$ cat config.mk
export PLATFORM = sky130hd
export DESIGN_NAME = adc_seq_ctrl
export DESIGN_NICKNAME = d
export VERILOG_FILES = /design/src/rtl/adc_seq_pkg.sv /design/src/rtl/adc_seq_pacer.sv /design/src/rtl/adc_seq_results.sv /design/src/rtl/adc_seq_ctrl.sv
export SDC_FILE = /design/constraint.sdc
export NUM_CORES = 1
export LEC_CHECK = 0
export ABC_CLOCK_PERIOD_IN_PS = 2200
export CAP_MARGIN = 25
export CORE_MARGIN = 10
export CORE_UTILIZATION = 40
export DETAILED_ROUTE_END_ITERATION = 7
export DONT_BUFFER_PORTS = 1
export PLACE_DENSITY = 0.61
export SLEW_MARGIN = 20
export SYNTH_ARGS = -nofsm -noshare
export SYNTH_HDL_FRONTEND = slang
export SYNTH_HIERARCHICAL = 1
export SYNTH_SLANG_ARGS = --single-unit
$ cat constraint.sdc
create_clock -name clk -period 2.2 [get_ports clk]
set_input_delay 0.11 -clock clk [delete_from_list [all_inputs] [get_ports clk]]
set_output_delay 0.11 -clock clk [all_outputs]
set_load 0.02 [all_outputs]
$ cat src/rtl/adc_seq_pkg.sv
package adc_seq_pkg;

  typedef enum logic {SEQ_IDLE, SEQ_WAIT} seq_state_e;

  // Number of fixed-channel results that form one interrupt group.
  function automatic int unsigned grp_len(input logic rep, input logic [1:0] pace);
    if (!rep) return 1;
    case (pace)
      2'b01:   return 4;
      2'b10:   return 8;
      default: return 1;
    endcase
  endfunction

endpackage

$ cat src/rtl/adc_seq_pacer.sv
module adc_seq_pacer import adc_seq_pkg::*; #(
  parameter  int NSLOT  = 8,
  localparam int SLOT_W = $clog2(NSLOT)
) (
  input  logic              clk,
  input  logic              rst_n,
  input  logic              restart,
  input  logic              advance,
  input  logic              rep,
  input  logic [1:0]        pace,
  output logic [SLOT_W-1:0] slot,
  output logic              group_end
);

  logic [SLOT_W-1:0] slot_q;

  assign slot      = slot_q;
  assign group_end = advance && (32'(slot_q) == grp_len(rep, pace) - 32'd1);

  always_ff @(posedge clk or negedge rst_n) begin
    if (!rst_n)          slot_q <= '0;
    else if (restart)    slot_q <= '0;
    else if (group_end)  slot_q <= '0;
    else if (advance)    slot_q <= slot_q + 1'b1;
  end

  // after a group closes, the next result lands in slot 0
  p_wrap_to_zero_r4: assert property (@(posedge clk) disable iff (!rst_n)
    group_end |=> (slot_q == '0));

endmodule

$ cat src/rtl/adc_seq_results.sv
module adc_seq_results #(
  parameter  int NSLOT  = 8,
  parameter  int RES_W  = 10,
  localparam int SLOT_W = $clog2(NSLOT)
) (
  input  logic              clk,
  input  logic              rst_n,
  input  logic              wr_en,
  input  logic [SLOT_W-1:0] wr_idx,
  input  logic [RES_W-1:0]  wr_data,
  input  logic [SLOT_W-1:0] rd_idx,
  output logic [RES_W-1:0]  rd_data
);

  logic [RES_W-1:0] slot_q [NSLOT];

  for (genvar g = 0; g < NSLOT; g++) begin : g_slot
    always_ff @(posedge clk or negedge rst_n) begin
      if (!rst_n)                                 slot_q[g] <= '0;
      else if (wr_en && wr_idx == SLOT_W'(g))     slot_q[g] <= wr_data;
    end
  end

  assign rd_data = slot_q[rd_idx];

endmodule

$ cat src/rtl/adc_seq_ctrl.sv
module adc_seq_ctrl import adc_seq_pkg::*; #(
  parameter  int NSLOT  = 8,
  parameter  int RES_W  = 10,
  parameter  int CH_W   = 4,
  parameter  int DATA_W = 16,
  localparam int SLOT_W = $clog2(NSLOT),
  localparam int ADDR_W = SLOT_W + 1
) (
  input  logic              clk,
  input  logic              rst_n,
  input  logic              reg_wr,
  input  logic              reg_rd,
  input  logic [ADDR_W-1:0] reg_addr,
  input  logic [DATA_W-1:0] reg_wdata,
  output logic [DATA_W-1:0] reg_rdata,
  output logic              conv_start,
  output logic [CH_W-1:0]   conv_ch,
  input  logic              conv_done,
  input  logic [RES_W-1:0]  conv_result,
  output logic              irq_norm,
  output logic              irq_priority
);

  localparam logic [ADDR_W-1:0] A_CTRL = ADDR_W'(0);
  localparam logic [ADDR_W-1:0] A_PRIO = ADDR_W'(1);
  localparam logic [ADDR_W-1:0] A_STAT = ADDR_W'(2);
  localparam logic [ADDR_W-1:0] A_PRES = ADDR_W'(3);
  localparam int GO_BIT = 8;

  function automatic logic [CH_W-1:0] sweep_top(input logic [CH_W-1:0] c);
    if (32'(c) > 32'(NSLOT - 1)) return CH_W'(NSLOT - 1);
    return c;
  endfunction

  seq_state_e        state_q;
  logic              mode_scan_q, mode_rep_q, rep_run_q;
  logic [1:0]        pace_q;
  logic [CH_W-1:0]   ch_q, prio_ch_q, sweep_q, conv_ch_q;
  logic              busy_q, eoc_q, prio_pend_q, prio_done_q, cur_prio_q;
  logic              conv_start_q, irq_norm_q, irq_prio_q;
  logic [RES_W-1:0]  prio_res_q;

  // Named events, shared by the logic and the assertions.
  logic ctrl_wr, launch, prio_wr, prio_accept, stat_rd, prio_busy;
  logic issue_prio, issue_norm, norm_done, prio_done_ev;
  logic sweep_last, pace_end, grp_end, stop_run;
  logic [SLOT_W-1:0] pace_slot, wr_slot;
  logic [RES_W-1:0]  slot_rd;
  logic              unused_wdata;

  assign unused_wdata = ^reg_wdata[DATA_W-1:GO_BIT+1];

  assign ctrl_wr      = reg_wr && reg_addr == A_CTRL;
  assign launch       = ctrl_wr && reg_wdata[GO_BIT] && !busy_q;
  assign prio_wr      = reg_wr && reg_addr == A_PRIO;
  assign prio_busy    = prio_pend_q || (state_q == SEQ_WAIT && cur_prio_q);
  assign prio_accept  = prio_wr && reg_wdata[GO_BIT] && !prio_busy;
  assign stat_rd      = reg_rd && reg_addr == A_STAT;
  assign issue_prio   = state_q == SEQ_IDLE && prio_pend_q;
  assign issue_norm   = state_q == SEQ_IDLE && !prio_pend_q && busy_q;
  assign norm_done    = state_q == SEQ_WAIT && conv_done && !cur_prio_q;
  assign prio_done_ev = state_q == SEQ_WAIT && conv_done && cur_prio_q;
  assign sweep_last   = sweep_q == sweep_top(ch_q);
  assign grp_end      = mode_scan_q ? (norm_done && sweep_last) : pace_end;
  assign stop_run     = norm_done &&
                        (rep_run_q ? !mode_rep_q : (!mode_scan_q || sweep_last));
  assign wr_slot      = mode_scan_q ? sweep_q[SLOT_W-1:0] : pace_slot;

  adc_seq_pacer #(.NSLOT(NSLOT)) u_pacer (
    .clk      (clk),
    .rst_n    (rst_n),
    .restart  (launch),
    .advance  (norm_done && !mode_scan_q),
    .rep      (rep_run_q),
    .pace     (pace_q),
    .slot     (pace_slot),
    .group_end(pace_end)
  );

  adc_seq_results #(.NSLOT(NSLOT), .RES_W(RES_W)) u_results (
    .clk    (clk),
    .rst_n  (rst_n),
    .wr_en  (norm_done),
    .wr_idx (wr_slot),
    .wr_data(conv_result),
    .rd_idx (reg_addr[SLOT_W-1:0]),
    .rd_data(slot_rd)
  );

  // Configuration fields
  always_ff @(posedge clk or negedge rst_n) begin
    if (!rst_n) begin
      mode_scan_q <= 1'b0;
      mode_rep_q  <= 1'b0;
      pace_q      <= '0;
      ch_q        <= '0;
      prio_ch_q   <= '0;
    end else begin
      if (ctrl_wr) begin
        mode_scan_q <= reg_wdata[0];
        mode_rep_q  <= reg_wdata[1];
        pace_q      <= reg_wdata[3:2];
        ch_q        <= reg_wdata[4 +: CH_W];
      end
      if (prio_wr) prio_ch_q <= reg_wdata[CH_W-1:0];
    end
  end

  // Issue / wait sequencer
  always_ff @(posedge clk or negedge rst_n) begin
    if (!rst_n) begin
      state_q      <= SEQ_IDLE;
      conv_start_q <= 1'b0;
      conv_ch_q    <= '0;
      cur_prio_q   <= 1'b0;
    end else if (state_q == SEQ_IDLE) begin
      if (issue_prio || issue_norm) begin
        state_q      <= SEQ_WAIT;
        conv_start_q <= 1'b1;
        cur_prio_q   <= issue_prio;
        conv_ch_q    <= issue_prio ? prio_ch_q : (mode_scan_q ? sweep_q : ch_q);
      end
    end else begin
      conv_start_q <= 1'b0;
      if (conv_done) state_q <= SEQ_IDLE;
    end
  end

  // Run state, sweep position and flags
  always_ff @(posedge clk or negedge rst_n) begin
    if (!rst_n) begin
      busy_q      <= 1'b0;
      rep_run_q   <= 1'b0;
      sweep_q     <= '0;
      eoc_q       <= 1'b0;
      prio_pend_q <= 1'b0;
      prio_done_q <= 1'b0;
      prio_res_q  <= '0;
      irq_norm_q  <= 1'b0;
      irq_prio_q  <= 1'b0;
    end else begin
      if (launch) begin
        busy_q    <= 1'b1;
        rep_run_q <= reg_wdata[1];
        sweep_q   <= '0;
      end else begin
        if (stop_run) busy_q <= 1'b0;
        if (norm_done && mode_scan_q) sweep_q <= sweep_last ? '0 : sweep_q + 1'b1;
      end
      if (grp_end)      eoc_q <= 1'b1;
      else if (stat_rd) eoc_q <= 1'b0;
      if (prio_accept)     prio_pend_q <= 1'b1;
      else if (issue_prio) prio_pend_q <= 1'b0;
      if (prio_done_ev) begin
        prio_done_q <= 1'b1;
        prio_res_q  <= conv_result;
      end else if (stat_rd) prio_done_q <= 1'b0;
      irq_norm_q <= grp_end;
      irq_prio_q <= prio_done_ev;
    end
  end

  always_comb begin
    reg_rdata = '0;
    if (reg_addr[ADDR_W-1]) reg_rdata = DATA_W'(slot_rd);
    else begin
      case (reg_addr)
        A_CTRL:  reg_rdata = DATA_W'({ch_q, pace_q, mode_rep_q, mode_scan_q});
        A_PRIO:  reg_rdata = DATA_W'(prio_ch_q);
        A_STAT:  reg_rdata = DATA_W'({prio_done_q, prio_busy, eoc_q, busy_q});
        A_PRES:  reg_rdata = DATA_W'(prio_res_q);
        default: reg_rdata = '0;
      endcase
    end
  end

  assign conv_start   = conv_start_q;
  assign conv_ch      = conv_ch_q;
  assign irq_norm     = irq_norm_q;
  assign irq_priority = irq_prio_q;

  // interrupt outputs last one cycle
  p_norm_pulse_r11: assert property (@(posedge clk) disable iff (!rst_n)
    irq_norm |=> !irq_norm);
  p_prio_pulse_r11: assert property (@(posedge clk) disable iff (!rst_n)
    irq_priority |=> !irq_priority);
  // eoc is raised together with the normal interrupt
  p_eoc_with_irq_r6: assert property (@(posedge clk) disable iff (!rst_n)
    irq_norm |-> eoc_q);
  // start strobe is one cycle wide
  p_start_pulse_r12: assert property (@(posedge clk) disable iff (!rst_n)
    conv_start |=> !conv_start);
  // nothing new is issued while a result is outstanding
  p_one_outstanding_r12: assert property (@(posedge clk) disable iff (!rst_n)
    (state_q == SEQ_WAIT && !conv_done) |=> !conv_start);
  // busy only falls right after a normal conversion returned
  p_busy_fall_r7: assert property (@(posedge clk) disable iff (!rst_n)
    $fell(busy_q) |-> $past(norm_done));
  // busy holds between conversions of a run
  p_busy_holds_r5: assert property (@(posedge clk) disable iff (!rst_n)
    (busy_q && !norm_done) |=> busy_q);
  // a pending priority request is the next thing issued
  p_prio_first_r9: assert property (@(posedge clk) disable iff (!rst_n)
    (state_q == SEQ_IDLE && prio_pend_q) |=> (conv_start && cur_prio_q));
  // priority completion leaves done set and busy clear
  p_prio_done_r8: assert property (@(posedge clk) disable iff (!rst_n)
    irq_priority |-> (prio_done_q && !prio_busy));

endmodule

; After elaboration in Yosys (flattened, before gate mapping)
; Cells that the tools add are included.
[word_totals]
register_bits = 123
latchBits = 0
ram_bits = 0
mem_bits_ro = 0
memories = 0
[classes]
addsub = 3
n_mul = 0
div = 0
magnitude_cmp = 2
n_eq_ne = 14
shifts = 0
muxes = 33
bitwise_logic = 2
reduce_logical = 46
[ops]
columns = operator, n
row1 = $pmux 10 s4, 1
row2 = $eq 3x32->1, 1
row3 = $mux 4, 8
row4 = $bmux 10 s3, 1
row5 = $mux 10, 3
row6 = $logic_and 1x1->1, 27
row7 = $mux 1, 15
row8 = $eq 3x3->1 const B, 4
row9 = $mux 3, 4
row10 = $reduce_bool 2->1, 6
row11 = $eq 4x2->1 const B, 2
row12 = $pmux 4 s2, 1
row13 = $eq 3x2->1 const B, 2
row14 = $logic_not 1->1, 6
row15 = $sub 4x1->5 const B, 1
row16 = $add 4x1->4 const B, 1
row17 = $eq 4x1->1 const B, 1
row18 = $eq 4x4->1, 1
row19 = $ge 4x4->1 const B, 1
row20 = $gt 4x3->1 const B, 1
row21 = $logic_not 4->1, 1
row22 = $not 3->4, 1
row23 = $add 3x1->3 const B, 1
row24 = $eq 3x1->1 const B, 1
row25 = other kinds (7), 9

; Logic depth before layout (Yosys ltp)
; Gate-level depths: netlist of the first run.
[depth]
word_depth = 9
ltp_mapped = 9

; By module
; The synthesis of the first run kept the hierarchy.
[by_module_without_submodules]
columns = mod, n_inst, cells_each, area_each_um2, seq_area_each_um2
row1 = adc_seq_results, 1, 210, 3694.8, 2001.9
row2 = adc_seq_ctrl, 1, 192, 2154.6, 1001.0
row3 = adc_seq_pacer, 1, 31, 291.5, 75.1

; Least setup slack after synthesis of the first run
; No wires, ideal clock.
[synth_timing]
path_type = reg-to-reg
startpoint = register pace_q[0]
endpoint = register eoc_q
setup_ns = 0.066
arrival_time_ns = 1.919
required_ns = 2.134
slack_ns = 0.215
path_stages_with_launch = 10
path_cell_list = dfrtp_1 -> inv_1 -> ha_1 -> nand2b_1 -> nor2_1 -> ha_1 -> nor2b_1 -> o311ai_2 -> nor4b_4 -> a221o_1
[synth_between]
elab_chain_cells = 8
elab_cells_between_ends = 10
[synth_lines]
columns = element, line
row1 = "start, declared", adc_seq_ctrl.sv:37  ; logic [1:0] pace_q;
row2 = "start signal, assigned", adc_seq_ctrl.sv:102  ; pace_q <= reg_wdata[3:2];
row3 = $eq 2x2->1 / $eq 2x1->1 (equally long branches), adc_seq_pkg.sv:8  ; case (pace)
row4 = $pmux 4 s2 (*), adc_seq_pkg.sv:8
row5 = $mux 4 (*), adc_seq_pkg.sv:8
row6 = $sub 4x1->5 (*), adc_seq_pacer.sv:18  ; assign group_end = advance && (32'(slot_q) == grp_len(rep, pace) - 32'd1);
row7 = $eq 3x32->1 (*), adc_seq_pacer.sv:18
row8 = $logic_and 1x1->1 (*), adc_seq_pacer.sv:18
row9 = net pace_end, adc_seq_ctrl.sv:46  ; logic sweep_last, pace_end, grp_end, stop_run;
row10 = $mux 1 (*), adc_seq_ctrl.sv:64  ; assign grp_end = mode_scan_q ? (norm_done && sweep_last) : pace_end;
row11 = $mux 1 / $reduce_bool 2->1 (equally long branches), -
row12 = "end signal, assigned", adc_seq_ctrl.sv:135  ; eoc_q <= 1'b0;
row13 = "end signal, assigned", adc_seq_ctrl.sv:150  ; if (grp_end) eoc_q <= 1'b1;
row14 = "end signal, assigned", adc_seq_ctrl.sv:151  ; else if (stat_rd) eoc_q <= 1'b0;
row15 = "end, declared", adc_seq_ctrl.sv:39  ; logic busy_q, eoc_q, prio_pend_q, prio_done_q, cur_prio_q;
; The timed path passes the listed nets; every way through them passes the cells marked *.
; A chain may end at the register's enable or synchronous reset.

; Final worst setup path of the first run
[layout_timing]
startpoint = register pace_q[1]
endpoint = register eoc_q
; Same word-level chain as after synthesis.

==> results of run 1 <==
==> power by group <==
| part | total [mW] | switching [mW] | internal [mW] |
|---|---|---|---|
| Clock | 2.73 | 0.982 | 1.75 |
| Combinational | 2.59 | 1.06 | 1.53 |
| Sequential | 3.77 | 0.598 | 3.17 |
| Total | 9.09 | 2.64 | 6.45 |
==> cell usage after synthesis (4+ instances only) <==
library cell,number
a21oi_1,9
a22o_1,4
a22oi_1,4
buf_2,9
buf_4,9
clkbuf_1,4
dfrtp_1,123
ha_1,5
inv_1,11
mux2_2,117
mux4_1,20
mux4_2,4
nand2_1,20
nand3_1,7
nand4b_1,8
nor2_1,9
o21ai_0,13
==> cell type report <==
class | instances | area (µm²)
Fill cell | 1343 | 7870
Sequential cell | 123 | 3080
Multi-Input combinational cell | 278 | 2920
Clock buffer | 21 | 470
Timing Repair Buffer | 41 | 403
Tap cell | 188 | 235
Clock inverter | 10 | 116
Inverter | 12 | 50.0
Antenna cell | 1 | 2.50
==> metal layers <==
| metal | routed length, µm | part of all wire (%) |
|---|---|---|
| met1 | 6270 | 43 |
| met2 | 7040 | 48 |
| met3 | 1060 | 7.3 |
| met4 | 193 | 1.3 |
| met5 | 0 | 0 |
==> cells by family (layout without fill, tap and decap cells) <==
family | count (synthesis) | in the layout | share of synthesized area, %
xor gates and xnor gates | 3 | 3 | 0.428
AOI/OAI and AO/OA | 49 | 49 | 5.66
adders and majority gates | 5 | 5 | 1.02
buffers and inverters | 37 | 84 | 3.32
other | 1 | 7 | 0.0611
and+or+nand+nor | 73 | 73 | 7.74
muxes | 142 | 142 | 31.6
DFF | 123 | 123 | 50.1
==> flip-flops by register name, summed over array words and instances (netlist names) <==
| signal | flops |
|---|---|
| conv_ch | 4 |
| sweep_q | 4 |
| prio_done_q | 1 |
| cur_prio_q | 1 |
| u_pacer/slot | 3 |
| irq_norm | 1 |
| irq_priority | 1 |
| state_q | 1 |
| prio_pend_q | 1 |
| eoc_q | 1 |
| mode_scan_q | 1 |
| rep_run_q | 1 |
| mode_rep_q | 1 |
| busy_q | 1 |
| prio_res_q | 10 |
| conv_start | 1 |
| ch_q | 4 |
| prio_ch_q | 4 |
| u_results/slot_q | 80 |
| pace_q | 2 |
==> worst max-delay path by stage <==
| stage | startpoint | end | slack (ns) | cells after the start |
|---|---|---|---|---|
| floorplan | pace_q[0] | eoc_q | 0.21 | 9 |
| global route | pace_q[1] | eoc_q | -0.009 | 8 |
| detailed placement | pace_q[1] | eoc_q | 0.03 | 8 |
| finish | pace_q[1] | eoc_q | 0.06 | 8 |
| global placement | pace_q[1] | eoc_q | 0.09 | 8 |
| CTS | pace_q[1] | eoc_q | 0.02 | 8 |
==> metrics by stage <==
stage,TNS (ns),cells,total power [mW],instance area [µm²],utilization [%]
floorplan,0,438,5.63,6160,-
global placement,0,617,6.12,6400,42.3
detailed placement,0,617,6.27,6400,42.3
CTS,0,671,9.10,7220,47.7
global route,-0.00876,674,9.62,7280,48.1
finish,0,674,9.09,7280,48.1
==> critical path: cells and delay by family (launching register included) <==
kind	cells	cell delay, ns
simple gates	4	0.73
fa+ha+maj	2	0.57
flops	1	0.43
compound gates	2	0.34
==> what timing repair did <==
| item | CTS | global route |
|---|---|---|
| endpoints found under the hold margin | 230 | 123 |
| buffers inserted | 0 | 2 |
| setup endpoints to repair | 0 | 5 |
| gates resized for setup | 0 | 6 |
==> results.toml, run 1 <==
[drt]
drcViolationCount = 0
antenna_left = 0
routed_wl_um = 14600
drt-initial-drc-count = 241
avgRoutedWirePerCell_um = 21.6
vias = 3782
drt_first_pass_iters = 4
vias_per_cell = 5.61

[critical_path]
r2r_slack_ns = 0.06
rr_endpoint = "eoc_q"
path_class = "reg -> reg"
worstPathRequired_ns = 2.55
crit_fanout = 5
reg2reg_depth = 8
cp-start-kind = "flop"
cp_cell_sequence = "ha_4 > nand2b_4 > nor2_1 > ha_1 > nor2b_4 > o311ai_4 > nor4b_4 > a221o_1"
critPathMaxStageDelay_ns = 0.43
timing.rr.start = "pace_q[1]"
crit_arrival_ns = 2.48
slowest_stage = "dfrtp_2"
end_kind = "flop"

[finish]
syn2layout_area_growth_pct = 18.5
layout.nets = 513
final_cell_mix = "dfrtp_1 (122), mux2_2 (117), dlygate4sd3_1 (23)"
layout-drive-gt1-share_pct = 39.0
mostFrequentLayoutCell = "dfrtp_1"

[cts]
clk_pin_slew_ns = 0.05
cts.sinks = 123
numCtsBuffers = 17
cts-root-buf = "clkbuf_16"
cts_buffer_depth = 2
htree_levels = 4
cts_tree = "built"
clkLatencyLatePin_ns = 0.42
cts_hold_buf = 23

[global_routing]
grt_max_degree = 124
grt_usage_pct = 14.8
busiest_layer = "met2"
antenna_found_initial = 1
grt_pass1_vias = 3957
grt_pass1_wl_um = 22900
overflow = 0
grt_util_met1_pct = 18.0
met2_usage_pct = 23.2
met3_usage_pct = 6.07

[sta]
period_needed_ns = 2.14
hold_slack_ns = -0.611
max_freq_ghz = 0.468
max_slew_margin_pct = 39.6
setup_slack_ns = 0.0641
tightest_slew_ns = 0.896
post-route-period-util_pct = 97.1
fin_skew_ns = 0.0119
slew_viol_final = 0
finalSetupViolCount = 0
hold_viol = 123

[pwr]
p_per_area_nw_per_um2 = 1250
vdd_drop_max_v = 0.000647
leakagePower_nw = 3.31

[die]
fp.dieH_um = 144
io_pins = 58
die_area_um2 = 20700
rows = 45
start_util_pct = 40.5
coreArea_um2 = 15100
fp.dieW_um = 144

[worst_hold_path]
hp-class = "in -> async"

[logic_synthesis]
synth_edf_count = 0
syn_inst = 433
yosysWarnings = 6
yosysTopAreaCellShare_pct = 50.1
avgSynthCellArea_um2 = 14.2
netlist_top_cells_area = "dfrtp_1 (50%), mux2_2 (21%), mux4_1 (8.6%)"
syn-cell-area_um2 = 6140
yosysSeqAreaShare_pct = 50.1
ys_ff_latch = 123
async_reset_ff_share_pct = 100
yosysTopAreaCell = "dfrtp_1"
synth_ff_type = "dfrtp_1"
synth_cell_type_count = 53

[placement]
place_ws_ns = 0.0277
place_congestion = 0.873
dp_hpwl_um = 9430
io_buffers = 0

[status]
status = "complete, but fails checks"
violations = "negative hold slack"

[flow_run]
drv_cap = 0
Power figures use the tool's default switching activity.
==> run 2, diff against run 1 <==
CORE_ASPECT_RATIO = 0.8   (was default)
SKIP_LAST_GASP = 1   (was default)
==> run 2 against run 1 <==
  * The flow still finishes with violations (negative hold slack)
  * Count of clock-buffer cells in the layout shrank 1
  * Clock power is 15% higher
  * Combinational power decreased by 2%
  * First-iteration DRC count rose by 5.8%
  * Worst setup slack improved by 0.044 ns
  * Critical path type unchanged
==> results.toml, run 2 (synthesis gave the netlist of run 1 again) <==
[status]
status = "complete, but fails checks"
violations = "negative hold slack"

[sta]
max_freq_ghz = 0.478
fin_skew_ns = 0.0111
max_slew_margin_pct = 47.3
rsz0062_at_grt = "false"
hold_slack_ns = -0.608
hold_viol = 123
finalSetupViolCount = 0
slew_viol_final = 0
period_needed_ns = 2.09
setup_slack_ns = 0.108
post-route-period-util_pct = 95.1
fin_tns_setup_ns = 0
tightest_slew_ns = 0.782

[finish]
final_core_util_pct = 48.6
final_cell_mix = "dfrtp_1 (123), mux2_2 (117), dlygate4sd3_1 (21)"
top_regs = "u_results/slot_q: 80 flops, prio_res_q: 10 flops"
mostFrequentLayoutCell = "dfrtp_1"
multi_input_area_um2 = 2910
final_cells = 671
register_area_um2 = 3080
top_register = "u_results/slot_q"
layout.nets = 508
fillers = 1330
largest_reg_flops = 80
layout-drive-gt1-share_pct = 38.3
syn2layout_area_growth_pct = 18.7

[placement]
dpl.cell_count = 616
dp_hpwl_um = 9700
place_ws_ns = 0.0110
place_congestion = 0.870
io_buffers = 0

[critical_path]
crit_arrival_ns = 2.39
end_kind = "flop"
critPathMaxStageDelay_ns = 0.48
path_delay_family = "multiplexers"
crit_fanout = 8
slowest_stage = "nand4b_1"
worstPathRequired_ns = 2.49
critical_path_buf_inv_count = 1
cp-start-kind = "flop"
path_class = "reg -> reg"
cp_cell_sequence = "mux2_2 > nand4b_1 > buf_12 > mux2_2"
crit_path_frequent_cell = "mux2_2"

[cts]
cts-root-buf = "clkbuf_16"
clkLatencyLatePin_ns = 0.42
cts.sinks = 123
cts_hold_buf = 21
htree_levels = 4
cts_buffer_depth = 2
numCtsBuffers = 17
clk_pin_slew_ns = 0.06
cts_tree = "built"

[worst_hold_path]
hp-class = "in -> async"

[global_routing]
grt_usage_pct = 15.2
grt_pass1_wl_um = 23600
grt_max_degree = 124
met2_usage_pct = 24.5
grt_util_met1_pct = 19.2
busiest_layer = "met2"
overflow = 0
grt_pass1_vias = 4031
met3_usage_pct = 4.38
antenna_found_initial = 1

[drt]
drt_first_pass_iters = 4
vias_per_cell = 5.72
avgRoutedWirePerCell_um = 22.4
drcViolationCount = 0
vias = 3840
drt-initial-drc-count = 255
antenna_left = 0
routed_wl_um = 15000

[die]
fp.dieW_um = 159
coreArea_um2 = 15000
io_pins = 58
rows = 40
die_area_um2 = 20700
fp.dieH_um = 131
start_util_pct = 40.9

[pwr]
p_per_area_nw_per_um2 = 1300
vdd_drop_max_v = 0.00115
leakagePower_nw = 3.31

[flow_run]
drv_cap = 0
run 2: area by class of cell:
class                   count  area share [%]
inverters                  12           0.687
repair buffers             36            4.94
flip-flops and latches    123            42.2
clock inverters            12            3.00
multi-input cells         278            39.9
well taps                 189            3.24
clock buffers              20            5.99
diodes                      1          0.0343
run 2: repair_timing:
action                     CTS  global route
pin swaps                    2             2
hold endpoints to repair   229           123
resized for setup            2             1
buffers inserted             1             0
setup endpoints to repair    1             5
run 2: layer usage:
layer  part of all wire [%]  vias to the layer above
li1                       -                     1712
met1                     43                     2034
met2                     49                       81
met3                    5.9                       13
met4                    1.2                        0
met5                      0                        -
run 2: power by group:
part	total (mW)	switching [mW]	internal, mW
sequential	3.79	0.620	3.17
combinational	2.55	1.05	1.50
clock	3.13	1.01	2.12
run 2: per-stage QoR:
step                      area, µm²  hold WS, ns  total power [mW]
after global routing           7290       -0.633              9.97
after CTS                      7280       -0.627              9.53
final                          7290       -0.608              9.46
after detailed placement       6390       -0.181              6.28
after floorplan                6160       -0.186              5.63
after global placement         6390       -0.180              6.11
run 2: worst paths after layout:
check / end / slack [ns] / cells past startpoint / from
max: u_results/slot_q[46] / 0.11 / 4 / mode_scan_q
min: u_results/slot_q[39] / -0.61 / 0 / rst_n
max reg2reg: u_results/slot_q[46] / 0.11 / 4 / mode_scan_q
min reg2reg: prio_done_q / 0.49 / 2 / prio_done_q
max in group asynchronous: prio_res_q[2] / 2.62 / 0 / rst_n
min in group clk: prio_done_q / 0.04 / 3 / reg_addr[1]
run 2: worst register-to-register path, stage by stage, from the launching register on:
cell      delay, ns
dfrtp_1        0.47
mux2_2         0.44
nand4b_1       0.48
buf_12         0.30
mux2_2         0.27
==> run 3, diff against run 2 <==
CORE_ASPECT_RATIO = 0.9   (was 0.8)
==> run 3 against run 2 <==
  * The flow still finishes with violations (negative hold slack)
  * Global-route usage is 0.55 points lower
  * Clock skew fell by 0.0051 ns
  * Wire length down 2.6%
  * Worst setup slack better by 0.0041 ns
  * Largest power group unchanged
  * Worst hold slack gained 0.0072 ns
==> results.toml, run 3 (synthesis gave the netlist of run 1 again) <==
[cts]
cts_hold_buf = 21
htree_levels = 4
numCtsBuffers = 17
cts_buffer_depth = 2
cts-root-buf = "clkbuf_16"
clkLatencyLatePin_ns = 0.41
cts_tree = "built"
cts.sinks = 123
clk_pin_slew_ns = 0.05

[pwr]
power.share.clock_pct = 30.9
leakagePower_nw = 3.31
vdd_drop_max_v = 0.000515
p_per_area_nw_per_um2 = 1260
p_int_mw = 6.52
p_switching_mw = 2.65
p_comb_share_pct = 28.0
pwr-share-seq_pct = 41.2
total_power_mw = 9.17
sw_frac_of_total_pct = 28.9

[global_routing]
overflow = 0
grt_usage_pct = 14.6
grt_max_degree = 124
grt_pass1_wl_um = 22900
grt_pass1_vias = 3936
antenna_found_initial = 1

[sta]
hold_viol = 123
hold_slack_ns = -0.601
fin_skew_ns = 0.00603
fin_tns_setup_ns = 0
setup_slack_ns = 0.112
rsz0062_at_grt = "false"
slew_viol_final = 0
tightest_slew_ns = 0.795
period_needed_ns = 2.09
post-route-period-util_pct = 94.9
finalSetupViolCount = 0
max_freq_ghz = 0.479
max_slew_margin_pct = 46.4

[die]
start_util_pct = 41.3
fp.dieH_um = 138
io_pins = 58
fp.dieW_um = 151
die_area_um2 = 20700
rows = 42
coreArea_um2 = 14900

[finish]
register_area_um2 = 3080
top_regs = "u_results/slot_q: 80 flops, prio_res_q: 10 flops"
syn2layout_area_growth_pct = 18.5
multi_input_area_um2 = 2910
layout-drive-gt1-share_pct = 39.2
fillers = 1278
final_cell_mix = "dfrtp_1 (123), mux2_2 (117), dlygate4sd3_1 (21)"
mostFrequentLayoutCell = "dfrtp_1"
largest_reg_flops = 80
layout.nets = 514
top_register = "u_results/slot_q"
final_cells = 686

[drt]
antenna_left = 0
wl_met2_um = 7400
avgRoutedWirePerCell_um = 21.3
top_layer = "met4"
vias = 3774
drt-initial-drc-count = 237
vias_per_cell = 5.50
wl_met3_um = 635
routed_wl_um = 14600
drt-met1-wl_um = 6330
drcViolationCount = 0
drt_first_pass_iters = 4

[worst_hold_path]
hp-class = "in -> async"

[flow_run]
drv_cap = 0

[status]
violations = "negative hold slack"
status = "complete, but fails checks"

[critical_path]
path_class = "reg -> reg"
cp-start-kind = "flop"
end_kind = "flop"
worstPathRequired_ns = 2.55
crit_arrival_ns = 2.44
crit_fanout = 5

[placement]
dp_hpwl_um = 9630
dpl.cell_count = 631
io_buffers = 0
place_ws_ns = -0.0172
place_congestion = 0.845
## run 3: final timing paths
check | startpoint | depth (start not counted) | slack, ns | end
setup / recovery | pace_q[1] | 8 | 0.11 | eoc_q
hold / removal | rst_n | 0 | -0.60 | prio_ch_q[2]
setup reg to reg | pace_q[1] | 8 | 0.11 | eoc_q
hold reg to reg | prio_done_q | 2 | 0.49 | prio_done_q
max in group asynchronous | rst_n | 0 | 2.60 | prio_done_q
min in group clk | reg_wdata[8] | 3 | 0.01 | prio_pend_q
## run 3: cell type report
type	count	share of cell area (%)
flip-flops and latches	123	42.3
multi-input cells	278	39.9
clock buffers	21	6.33
repair buffers	42	5.40
well taps	198	3.40
clock inverters	11	1.94
inverters	12	0.688
diodes	1	0.0344
## run 3: per-layer routing
metal | vias to the layer above | GRT usage (%)
met5 | - | 0
met4 | 0 | 5.61
met3 | 19 | 3.48
met2 | 85 | 24.1
met1 | 1952 | 18.3
li1 | 1718 | -
## run 3: worst max-delay path, stage by stage (launching register included)
cell and delay (ns):
dfrtp_1 0.41, ha_4 0.29, nand2b_4 0.13, nor2_1 0.06
ha_1 0.26, nor2b_2 0.14, o311ai_2 0.13, nor4b_4 0.37
a221o_1 0.23
## run 3: power groups by stage
stage | Clock (mW) | Combinational [mW] | Sequential (mW)
floorplan | 0 | 2.02 | 3.60
global placement | 0 | 2.40 | 3.74
detailed placement | 0 | 2.50 | 3.80
CTS | 2.88 | 2.59 | 3.77
global route | 2.99 | 2.79 | 3.87
finish | 2.83 | 2.56 | 3.77
## run 3: stage by stage
stage	cell area (µm²)	utilization (%)
2_1_floorplan	6160	-
3_3_place_gp	6430	43.3
3_5_place_dp	6430	43.3
4_1_cts	7280	48.9
5_1_grt	7280	48.9
6_report	7280	48.9
## run 3: what timing repair did
| action | in CTS | in global routing |
|---|---|---|
| setup endpoints to repair | 2 | 6 |
| gates resized for setup | 3 | 1 |
| setup buffers | 1 | 0 |
| endpoints found under the hold margin | 229 | 123 |
| pin swaps | 2 | 1 |
